File: src/rtl/uart_tx_pkg.sv
package uart_tx_pkg;

    localparam int OSR    = 16;
    localparam int DATA_W = 8;
    localparam int MIN_W  = 5;
    localparam int STOP_MAX = 2 * OSR + OSR / 2;
    localparam int CNT_W  = $clog2(STOP_MAX + 1);
    localparam int IDX_W  = $clog2(DATA_W);

    typedef enum logic [2:0] {
        ST_IDLE,
        ST_START,
        ST_DATA,
        ST_PAR,
        ST_STOP
    } tx_state_e;

    typedef enum logic [1:0] {
        PM_NORMAL = 2'b00,
        PM_FORCED = 2'b01,
        PM_NONE   = 2'b10,
        PM_ADDR   = 2'b11
    } par_mode_e;

    function automatic logic [CNT_W-1:0] stop_ticks(input logic [3:0] code,
                                                    input logic [1:0] len);
        logic [CNT_W-1:0] t;
        t = CNT_W'(9) + CNT_W'(code[2:0]);
        if (code[3])
            t = t + CNT_W'(OSR);
        if (len == 2'b00)
            t = t + CNT_W'(OSR / 2);
        return t;
    endfunction

    function automatic logic par_bit(input logic [DATA_W-1:0] d,
                                     input logic [1:0] len,
                                     input logic [1:0] mode,
                                     input logic sel);
        logic x;
        x = 1'b0;
        for (int i = 0; i < DATA_W; i++) begin
            if (i < MIN_W + int'(len))
                x = x ^ d[i];
        end
        case (mode)
            PM_NORMAL: return x ^ sel;
            PM_FORCED: return sel;
            PM_ADDR:   return sel;
            default:   return 1'b0;
        endcase
    endfunction

endpackage

File: src/rtl/uart_tx_hold.sv
module uart_tx_hold
    import uart_tx_pkg::*;
(
    input  logic              clk,
    input  logic              rst_n,
    input  logic              wr_en,
    input  logic [DATA_W-1:0] wr_data,
    input  logic              take,
    output logic              full,
    output logic [DATA_W-1:0] data
);

    typedef struct packed {
        logic              full;
        logic [DATA_W-1:0] data;
    } hold_t;

    hold_t h_q, h_d;

    always_comb begin
        h_d = h_q;
        if (take)
            h_d.full = 1'b0;
        if (wr_en && !h_q.full) begin
            h_d.full = 1'b1;
            h_d.data = wr_data;
        end
    end

    always_ff @(posedge clk) begin
        if (!rst_n)
            h_q <= '0;
        else
            h_q <= h_d;
    end

    assign full = h_q.full;
    assign data = h_q.data;

    // A refused write must leave the held character untouched
    p_hold_keep_r9: assert property (@(posedge clk) disable iff (!rst_n)
        (h_q.full && wr_en && !take) |=> $stable(h_q.data));

endmodule

File: src/rtl/uart_tx_brk.sv
module uart_tx_brk (
    input  logic clk,
    input  logic rst_n,
    input  logic set_req,
    input  logic clr_req,
    output logic active
);

    logic brk_q, brk_d;

    always_comb begin
        brk_d = brk_q;
        if (clr_req)
            brk_d = 1'b0;
        if (set_req)
            brk_d = 1'b1;
    end

    always_ff @(posedge clk) begin
        if (!rst_n)
            brk_q <= 1'b0;
        else
            brk_q <= brk_d;
    end

    assign active = brk_q;

    p_brk_persist_r7: assert property (@(posedge clk) disable iff (!rst_n)
        (brk_q && !clr_req) |=> brk_q);

endmodule

File: src/rtl/uart_tx_frame.sv
module uart_tx_frame
    import uart_tx_pkg::*;
(
    input  logic              clk,
    input  logic              rst_n,
    input  logic              tick,
    input  logic              hold_full,
    input  logic [DATA_W-1:0] hold_data,
    input  logic [1:0]        len_code,
    input  logic [1:0]        par_mode,
    input  logic              par_sel,
    input  logic [3:0]        stop_code,
    input  logic              cts_gate_en,
    input  logic              cts,
    output logic              take,
    output logic              line,
    output logic              idle
);

    typedef struct packed {
        tx_state_e         st;
        logic [CNT_W-1:0]  cnt;
        logic [DATA_W-1:0] sh;
        logic [IDX_W-1:0]  idx;
        logic [IDX_W-1:0]  last_idx;
        logic              par_en;
        logic              par_v;
        logic [CNT_W-1:0]  stop_len;
    } frame_t;

    frame_t f_q, f_d, f_load;
    logic   can_go;
    logic   cell_end;
    logic   stop_end;

    // Snapshot of a fresh character and its format
    always_comb begin
        f_load          = f_q;
        f_load.st       = ST_START;
        f_load.cnt      = '0;
        f_load.sh       = hold_data;
        f_load.idx      = '0;
        f_load.last_idx = IDX_W'(MIN_W - 1 + int'(len_code));
        f_load.par_en   = (par_mode != PM_NONE);
        f_load.par_v    = par_bit(hold_data, len_code, par_mode, par_sel);
        f_load.stop_len = stop_ticks(stop_code, len_code);
    end

    assign can_go   = hold_full && (!cts_gate_en || cts);
    assign cell_end = tick && (f_q.cnt == CNT_W'(OSR - 1));
    assign stop_end = tick && (f_q.cnt == f_q.stop_len - 1'b1);

    always_comb begin
        f_d  = f_q;
        take = 1'b0;
        if (tick && f_q.st != ST_IDLE)
            f_d.cnt = f_q.cnt + 1'b1;
        case (f_q.st)
            ST_IDLE: begin
                if (can_go) begin
                    f_d  = f_load;
                    take = 1'b1;
                end
            end
            ST_START: begin
                if (cell_end) begin
                    f_d.st  = ST_DATA;
                    f_d.cnt = '0;
                end
            end
            ST_DATA: begin
                if (cell_end) begin
                    f_d.cnt = '0;
                    if (f_q.idx == f_q.last_idx) begin
                        f_d.st = f_q.par_en ? ST_PAR : ST_STOP;
                    end else begin
                        f_d.idx = f_q.idx + 1'b1;
                        f_d.sh  = f_q.sh >> 1;
                    end
                end
            end
            ST_PAR: begin
                if (cell_end) begin
                    f_d.st  = ST_STOP;
                    f_d.cnt = '0;
                end
            end
            ST_STOP: begin
                if (stop_end) begin
                    if (can_go) begin
                        f_d  = f_load;
                        take = 1'b1;
                    end else begin
                        f_d.st  = ST_IDLE;
                        f_d.cnt = '0;
                    end
                end
            end
            default: f_d.st = ST_IDLE;
        endcase
    end

    always_ff @(posedge clk) begin
        if (!rst_n) begin
            f_q          <= '0;
            f_q.st       <= ST_IDLE;
            f_q.stop_len <= CNT_W'(OSR);
        end else begin
            f_q <= f_d;
        end
    end

    always_comb begin
        case (f_q.st)
            ST_START: line = 1'b0;
            ST_DATA:  line = f_q.sh[0];
            ST_PAR:   line = f_q.par_v;
            default:  line = 1'b1;
        endcase
    end

    assign idle = (f_q.st == ST_IDLE);

    // A gated idle shifter stays idle on the next cycle
    p_cts_hold_r6: assert property (@(posedge clk) disable iff (!rst_n)
        (f_q.st == ST_IDLE && cts_gate_en && !cts) |=> (f_q.st == ST_IDLE));

    // Tick counter never passes the longest stop interval
    p_cnt_bound_r5: assert property (@(posedge clk) disable iff (!rst_n)
        (f_q.st != ST_IDLE) |-> (f_q.cnt < CNT_W'(STOP_MAX)));

endmodule

File: src/rtl/uart_tx_frac.sv
module uart_tx_frac
    import uart_tx_pkg::*;
(
    input  logic              clk,
    input  logic              rst_n,
    input  logic              tick16,
    input  logic              wr_en,
    input  logic [DATA_W-1:0] wr_data,
    input  logic [1:0]        len_code,
    input  logic [1:0]        par_mode,
    input  logic              par_sel,
    input  logic [3:0]        stop_code,
    input  logic              cts_gate_en,
    input  logic              cts,
    input  logic              brk_start,
    input  logic              brk_stop,
    output logic              txd,
    output logic              tx_ready,
    output logic              tx_empty
);

    logic              hold_full;
    logic [DATA_W-1:0] hold_data;
    logic              take;
    logic              line;
    logic              sh_idle;
    logic              brk_on;

    uart_tx_hold u_hold (
        .clk     (clk),
        .rst_n   (rst_n),
        .wr_en   (wr_en),
        .wr_data (wr_data),
        .take    (take),
        .full    (hold_full),
        .data    (hold_data)
    );

    uart_tx_frame u_frame (
        .clk         (clk),
        .rst_n       (rst_n),
        .tick        (tick16),
        .hold_full   (hold_full),
        .hold_data   (hold_data),
        .len_code    (len_code),
        .par_mode    (par_mode),
        .par_sel     (par_sel),
        .stop_code   (stop_code),
        .cts_gate_en (cts_gate_en),
        .cts         (cts),
        .take        (take),
        .line        (line),
        .idle        (sh_idle)
    );

    uart_tx_brk u_brk (
        .clk     (clk),
        .rst_n   (rst_n),
        .set_req (brk_start),
        .clr_req (brk_stop),
        .active  (brk_on)
    );

    assign txd      = brk_on ? 1'b0 : line;
    assign tx_ready = !hold_full;
    assign tx_empty = !hold_full && sh_idle;

    p_break_low_r7: assert property (@(posedge clk) disable iff (!rst_n)
        brk_start |=> !txd);

    p_empty_ready_r8: assert property (@(posedge clk) disable iff (!rst_n)
        tx_empty |-> tx_ready);

endmodule

File: config.mk
export PLATFORM = sky130hd
export DESIGN_NAME = uart_tx_frac
export DESIGN_NICKNAME = d
export VERILOG_FILES = /design/src/rtl/uart_tx_pkg.sv /design/src/rtl/uart_tx_hold.sv /design/src/rtl/uart_tx_brk.sv /design/src/rtl/uart_tx_frame.sv /design/src/rtl/uart_tx_frac.sv
export SDC_FILE = /design/constraint.sdc
export NUM_CORES = 1
export LEC_CHECK = 0
export BUFFER_PORTS_ARGS = -buffer_cell sky130_fd_sc_hd__buf_2
export CAP_MARGIN = 10
export CORE_MARGIN = 2
export CORE_UTILIZATION = 25
export CTS_BUF_LIST = sky130_fd_sc_hd__clkbuf_8
export DETAILED_ROUTE_END_ITERATION = 6
export GPL_TIMING_DRIVEN = 0
export RECOVER_POWER = 100
export SYNTH_ARGS = -nofsm -noshare
export SYNTH_HDL_FRONTEND = slang
export SYNTH_SLANG_ARGS = --single-unit
File: constraint.sdc
create_clock -name clk -period 2.5 [get_ports clk]
set_input_delay 0.5 -clock clk [delete_from_list [all_inputs] [get_ports clk]]
set_output_delay 0.5 -clock clk [all_outputs]
set_load 0.05 [all_outputs]
==> results.py, run 1 <==
metrics = {
    "run_status": {
        "status": "finished clean",
    },
    "synth": {
        "synth_nets": 321,
        "netlist_instances": 289,
        "avgSynthCellArea_um2": 8.079,
        "async_flop_share_pct": 0,
        "ys_types": 55,
        "synth_area_um2": 2335,
        "synthFlopType": "dfxtp_1",
        "yosys.area_share.xor_xnor_pct": 8.467,
        "ys_seq_area_share_pct": 35.16,
        "synth-compound-area-share_pct": 26.63,
        "synth_top_family_by_area": "compound AO/OA/AOI/OAI gates",
        "ys_ff_latch": 41,
        "synthMuxAreaShare_pct": 0,
        "yosysWarningCount": 0,
        "yosys.area_share.simple_pct": 21.54,
        "synth_fa_ha_area_share_pct": 4.073,
        "synth_edf_count": 0,
    },
    "global_routing": {
        "antenna_found_initial": 0,
        "track_usage_pct": 12.56,
        "grt_pass1_vias": 2103,
        "grt_pass1_wl_mm": 10.33,
        "grt_overflow": 0,
        "grt_max_degree": 14,
    },
    "worst_setup_path": {
        "r2r_slack_ns": 0.14,
        "crit_path_cell_trace": "ha_1, nand2_1, or4_1, buf_6, nor2_4, a31oi_4, or4_1, a21oi_1",
        "crit_type": "register to register",
        "path_max_fanout": 8,
        "critPathMaxStageDelay_ns": 0.50,
        "worstPathRequired_ns": 2.74,
        "path_buf_inv": 1,
        "crit_arrival_ns": 2.59,
        "crit_family": "simple AND/OR/NAND/NOR gates",
        "cp-end-kind": "register",
        "start_kind": "register",
        "cp_slowest_cell": "or4_1",
        "cpMostUsedCell": "or4_1",
    },
    "sta": {
        "slew_headroom_pct": 44.50,
        "hold_violations": 0,
        "clock_skew_ns": 0.006778,
        "rsz0062_at_grt": "no",
        "finalSetupViolCount": 0,
        "fmax_ghz": 0.4241,
        "worst_pin_slew_ns": 0.8289,
        "tns_ns": 0,
        "fin_crit_sh_pct": 94.31,
        "period_minus_slack_ns": 2.358,
        "maxSlewViolCount": 0,
    },
    "clock_network": {
        "clkLatencyLatePin_ns": 0.30,
        "h-tree-depth": 2,
        "cts_buffers": 5,
        "cts_tree": "yes",
        "clk_pin_slew_worst_paths_ns": 0.08,
        "cts_buffer_depth": 2,
        "root_buffer": "clkbuf_8",
        "clock-sinks": 41,
    },
    "finish": {
        "drive_above_1_share_pct": 15.38,
        "syn2layout_area_growth_pct": 18.27,
        "utilization_pct": 30.17,
        "nFillCells": 965,
        "fin_nets": 356,
        "antenna_cells": 0,
    },
    "floorplanning": {
        "fp.coreArea_um2": 9153,
        "rows": 35,
        "io_pins": 28,
        "die_w_um": 100.6,
        "die_h_um": 100.6,
        "start_util_pct": 25.51,
        "die-area_um2": 10130,
    },
    "drt": {
        "drt_iter0_markers": 135,
        "drc_errors": 0,
        "num_vias": 2155,
        "drt_wl_total_mm": 5.985,
        "wl_per_cell_um": 13.73,
        "ant_nets": 0,
        "first_pass_iters": 4,
        "viasPerCell": 4.943,
    },
    "job": {
        "drv_cap": 0,
    },
    "pwr": {
        "cellPowerDensity_nw_per_um2": 562.0,
        "power_leakage_nw": 1.010,
        "ir_drop_uv": 276.2,
    },
    "placement": {
        "numPortBuffers": 27,
        "dp_hpwl_mm": 4.542,
        "gp_congestion": 0.8010,
    },
    "hold_path": {
        "min_path_type": "input port to register",
    },
}
## registers in the layout (all words and copies together), names as in the netlist
register      count
u_brk.active      1
u_hold.full       1
u_hold.data       8
u_frame.f_q      31
## final timing paths
path,cells past startpoint,startpoint,to
setup / recovery,8,u_frame.f_q[22]$_SDFF_PN0_,u_frame.f_q[13]$_SDFFE_PN0P_
hold / removal,2,stop_code[0],u_frame.f_q[0]$_SDFFE_PN0P_
setup reg to reg,8,u_frame.f_q[22]$_SDFF_PN0_,u_frame.f_q[13]$_SDFFE_PN0P_
hold reg to reg,2,u_hold.data[2]$_SDFFE_PN0P_,u_hold.data[2]$_SDFFE_PN0P_
## report_power, final
part	switching, mW	internal, mW	leakage, nW
Combinational	0.157	0.104	0.618
Clock	0.248	0.325	0.0574
Sequential	0.0316	0.687	0.335
Total	0.436	1.12	1.01
## Yosys cell counts (all sizes together) (4+ instances only)
library cell  number  area, um^2
nand3             17       85.08
o21ai             19       98.84
clkbuf             6       23.77
inv               13       48.80
xor2               8       70.07
a21oi             38       193.9
a311oi             9       78.83
nor2              20       91.34
buf                4       23.77
dfxtp             41       820.8
nand2             37       138.9
a211oi             4       30.03
o211ai             5       37.54
ha                 6       75.07
and3               5       31.28
xnor2             12       105.1
## area by class of cell
class                   instances  area, um^2  share of cell area (%)
clock inverters                 2       37.54                   1.359
repair buffers                 28       140.1                   5.075
multi-input cells             225        1445                   52.33
clock buffers                   6       82.58                   2.990
plain buffers                  10       47.55                   1.722
inverters                      13       48.80                   1.767
flip-flops and latches         41       820.8                   29.72
well taps                     111       138.9                   5.029
## metal layers
metal | wire, um | global-route usage [%] | vias to the layer above
li1 | - | - | 1120
met1 | 2913 | 18.10 | 970
met2 | 2676 | 19.08 | 60
met3 | 318 | 2.150 | 5
met4 | 77 | 3.793 | 0
met5 | 0 | 0 | -
## worst register-to-register path, cell delays in order (launching register included)
cell,delay (ns)
dfxtp_1,0.46
ha_1,0.22
nand2_1,0.05
or4_1,0.50
buf_6,0.16
nor2_4,0.14
a31oi_4,0.14
or4_1,0.50
a21oi_1,0.13
## per-stage QoR
| stage | worst slack [ns] | hold slack, ns | area (um^2) | total power [mW] | std cells |
|---|---|---|---|---|---|
| 2_1_floorplan | 0.3871 | 0.4465 | 2335 | 0.9098 | 289 |
| 5_1_grt | 0.01370 | 0.4047 | 2761 | 1.625 | 436 |
| 3_5_place_dp | 0.07408 | 0.4729 | 2609 | 0.9894 | 427 |
| 4_1_cts | 0.05741 | 0.4037 | 2729 | 1.553 | 435 |
| 6_report | 0.1422 | 0.4032 | 2761 | 1.552 | 436 |
| 3_3_place_gp | 0.08272 | 0.4678 | 2609 | 0.9847 | 427 |
## repair_timing
item                                   4_1_cts  5_1_grt
resized for setup                            0        8
setup endpoints to repair                    0       13
setup buffers                                0        1
endpoints found under the hold margin        0        0
hold buffers                                 0        0
## logic make-up (layout without fill, tap and decap cells)
kind of cell	count (synthesis)	after routing
adders and majority gates	7	7
buffers and inverters	23	59
DFF	41	41
xor gates and xnor gates	21	21
AOI/OAI and AO/OA	95	95
and+or+nand+nor	102	102
## layout by cell type, fill, tap and decap left out, types with 2 or more instances in the layout
master / Yosys / layout
clkbuf_8: 0 / 6
a211oi_1: 4 / 4
nor4_1: 2 / 2
or4_1: 3 / 3
or3_1: 3 / 3
nand3_1: 17 / 17
inv_1: 13 / 13
clkbuf_1: 5 / 8
ha_1: 6 / 6
o21ai_2: 1 / 2
nor2b_1: 2 / 2
and3_1: 5 / 5
xnor2_1: 12 / 12
o31ai_1: 2 / 2
a21oi_1: 37 / 37
nand2b_1: 2 / 2
nor3_1: 2 / 2
nand2_1: 37 / 37
a311oi_1: 9 / 9
xor2_1: 8 / 8
clkbuf_2: 1 / 3
nor2_2: 0 / 2
buf_2: 1 / 24
nand4_1: 3 / 3
o21a_1: 2 / 2
nor3b_1: 2 / 2
nor2_1: 19 / 17
o21ai_0: 17 / 16
dfxtp_1: 41 / 41
o211ai_1: 5 / 5
Note: power is estimated with default switching activity, not from simulation.
==> run 2: changes to the inputs <==
- CORE_UTILIZATION: 25 -> 55
- PLACE_DENSITY: not set -> 0.76
==> run 2 against run 1 <==
Combinational power hardly changed; fmax is 0.90% lower; global-route usage is 11 points higher; sequential power hardly changed; via count is 2.7% higher; cell area is 3.4% lower; die area is 53% lower; critical path depth stayed put; routed wire length is 9.8% lower; count of clock-buffer cells in the layout stayed put; critical path type unchanged; critical endpoint is now u_frame.f_q[7]$_SDFFE_PN0P_; largest cell class unchanged; largest power group unchanged.
==> results.py, run 2 (synthesized netlist as in run 1, its figures left out) <==
metrics = {
    "worst_setup_path": {
        "r2r-end": "u_frame.f_q[7]$_SDFFE_PN0P_",
        "critPathMaxStageDelay_ns": 0.43,
        "ff2ff_path_depth": 8,
        "r2r-start": "u_frame.f_q[0]$_SDFFE_PN0P_",
        "cp_slowest_cell": "dfxtp_1",
        "worstPathRequired_ns": 2.71,
        "start_kind": "register",
        "r2r_slack_ns": 0.12,
        "crit_family": "compound AO/OA/AOI/OAI gates",
        "crit_path_cell_trace": "inv_1, ha_1, and2_1, a211o_1, a32o_1, a21oi_4, nor2_1, a311oi_1",
        "path_buf_inv": 1,
        "path_max_fanout": 9,
        "cp-end-kind": "register",
        "crit_arrival_ns": 2.59,
        "crit_type": "register to register",
    },
    "hold_path": {
        "min_to": "u_brk.active$_SDFFE_PN0P_",
        "hold_start": "brk_start",
        "hold_depth": 3,
        "min_path_type": "input port to register",
    },
    "sta": {
        "fmax_ghz": 0.4203,
        "worst_pin_slew_ns": 0.7596,
        "worst_slack_ns": 0.1208,
        "whs_ns": 0.3983,
        "finalSetupViolCount": 0,
        "hold_violations": 0,
        "rsz0062_at_grt": "yes",
        "maxSlewViolCount": 0,
        "period_minus_slack_ns": 2.379,
        "slew_headroom_pct": 49.14,
        "fin_crit_sh_pct": 95.17,
        "clock_skew_ns": 0.005912,
    },
    "clock_network": {
        "root_buffer": "clkbuf_8",
        "clk_pin_slew_worst_paths_ns": 0.08,
        "clock-sinks": 41,
        "cts_buffer_depth": 2,
        "cts_tree": "yes",
        "hold_buffers": 0,
        "h-tree-depth": 2,
        "cts_buffers": 5,
        "clkLatencyLatePin_ns": 0.30,
    },
    "pwr": {
        "cellPowerDensity_nw_per_um2": 539.1,
        "ir_drop_uv": 314.7,
        "power_leakage_nw": 1.003,
    },
    "finish": {
        "syn2layout_area_growth_pct": 14.31,
        "drive_above_1_share_pct": 15.12,
        "utilization_pct": 66.24,
        "largest_register": "u_frame.f_q",
        "nFillCells": 366,
        "layout_common_cells": "41 x dfxtp_1, 37 x nand2_1, 37 x a21oi_1",
        "largest_register_ffs": 31,
        "fin_nets": 355,
        "antenna_cells": 0,
        "final_common_cell": "dfxtp_1",
    },
    "drt": {
        "drt_iter0_markers": 173,
        "drc_errors": 0,
        "drt_wl_total_mm": 5.399,
        "wl_per_cell_um": 14.44,
        "first_pass_iters": 4,
        "viasPerCell": 5.920,
        "num_vias": 2214,
        "ant_nets": 0,
    },
    "run_status": {
        "status": "finished clean",
    },
    "global_routing": {
        "track_usage_pct": 23.14,
        "grt_max_degree": 14,
        "grt_pass1_wl_mm": 9.052,
        "grt_pass1_vias": 1915,
        "grt_overflow": 0,
        "antenna_found_initial": 0,
    },
    "job": {
        "drv_cap": 0,
    },
    "floorplanning": {
        "rows": 23,
        "die-area_um2": 4782,
        "die_h_um": 69.16,
        "io_pins": 28,
        "die_w_um": 69.16,
        "fp.coreArea_um2": 4029,
        "start_util_pct": 57.95,
    },
    "placement": {
        "gp_congestion": 0.9186,
        "place_ws_ns": 0.04590,
        "numPortBuffers": 27,
        "dp_hpwl_mm": 3.949,
    },
}
## run 2: cell types whose count changed in the layout (fill, tap and decap cells not counted), sizes merged
cell / before / now
clkinvlp: 1 / 0
buf: 27 / 29
bufinv: 1 / 0
clkinv: 0 / 2
clkbuf: 17 / 14
## run 2: layer usage
metal	vias up	GRT usage (%)	share of wire (%)	wire length (um)
li1	1125	-	-	-
met1	1014	33.58	49	2620
met2	68	34.40	44	2387
met3	7	4.678	5.9	319
met4	0	7.407	1.3	71
met5	-	0	0	0
## run 2: cell type report
cell class | count | area (um^2) | area share (%)
multi-input cells | 225 | 1459 | 54.66
clock buffers | 6 | 82.58 | 3.094
inverters | 13 | 48.80 | 1.828
plain buffers | 10 | 47.55 | 1.782
repair buffers | 27 | 133.9 | 5.016
clock inverters | 2 | 13.76 | 0.5157
well taps | 50 | 62.56 | 2.344
flip-flops and latches | 41 | 820.8 | 30.75
## run 2: report_power, final
group	leakage (nW)	switching, mW	internal [mW]	total [mW]
Sequential	0.335	0.0315	0.687	0.719
Clock	0.0512	0.240	0.224	0.463
Combinational	0.617	0.153	0.104	0.257
## run 2: metrics by stage
step           std cells   TNS, ns  total power, mW  cell area [um^2]
6_report             374         0            1.439              2669
3_5_place_dp         366         0           0.9833              2532
4_1_cts              374         0            1.439              2629
3_3_place_gp         366         0           0.9781              2532
5_1_grt              374  -0.03295            1.514              2669
2_1_floorplan        289         0           0.9098              2335
## run 2: worst max-delay path by stage
stage | from | to | slack, ns | depth (start not counted)
floorplan | u_frame.f_q[22]$_SDFF_PN0_ | u_frame.f_q[13]$_SDFFE_PN0P_ | 0.39 | 8
global placement | u_frame.f_q[0]$_SDFFE_PN0P_ | u_frame.f_q[18]$_SDFFE_PN0P_ | 0.1 | 8
detailed placement | u_frame.f_q[0]$_SDFFE_PN0P_ | u_frame.f_q[19]$_SDFFE_PN0P_ | 0.05 | 8
CTS | u_frame.f_q[0]$_SDFFE_PN0P_ | u_frame.f_q[16]$_SDFFE_PN0P_ | 0.01 | 8
global route | u_frame.f_q[0]$_SDFFE_PN0P_ | u_frame.f_q[5]$_SDFFE_PN0P_ | -0.02 | 8
finish | u_frame.f_q[0]$_SDFFE_PN0P_ | u_frame.f_q[7]$_SDFFE_PN0P_ | 0.12 | 8
## run 2: timing repair
item | CTS | global route
setup endpoints to repair | 0 | 15
buffers inserted | 0 | 0
gates resized for setup | 0 | 8
## run 2: worst min-delay path, cell delays in order
cell and delay (ns):
buf_2 0.07, a21oi_1 0.03, nor2_1 0.06
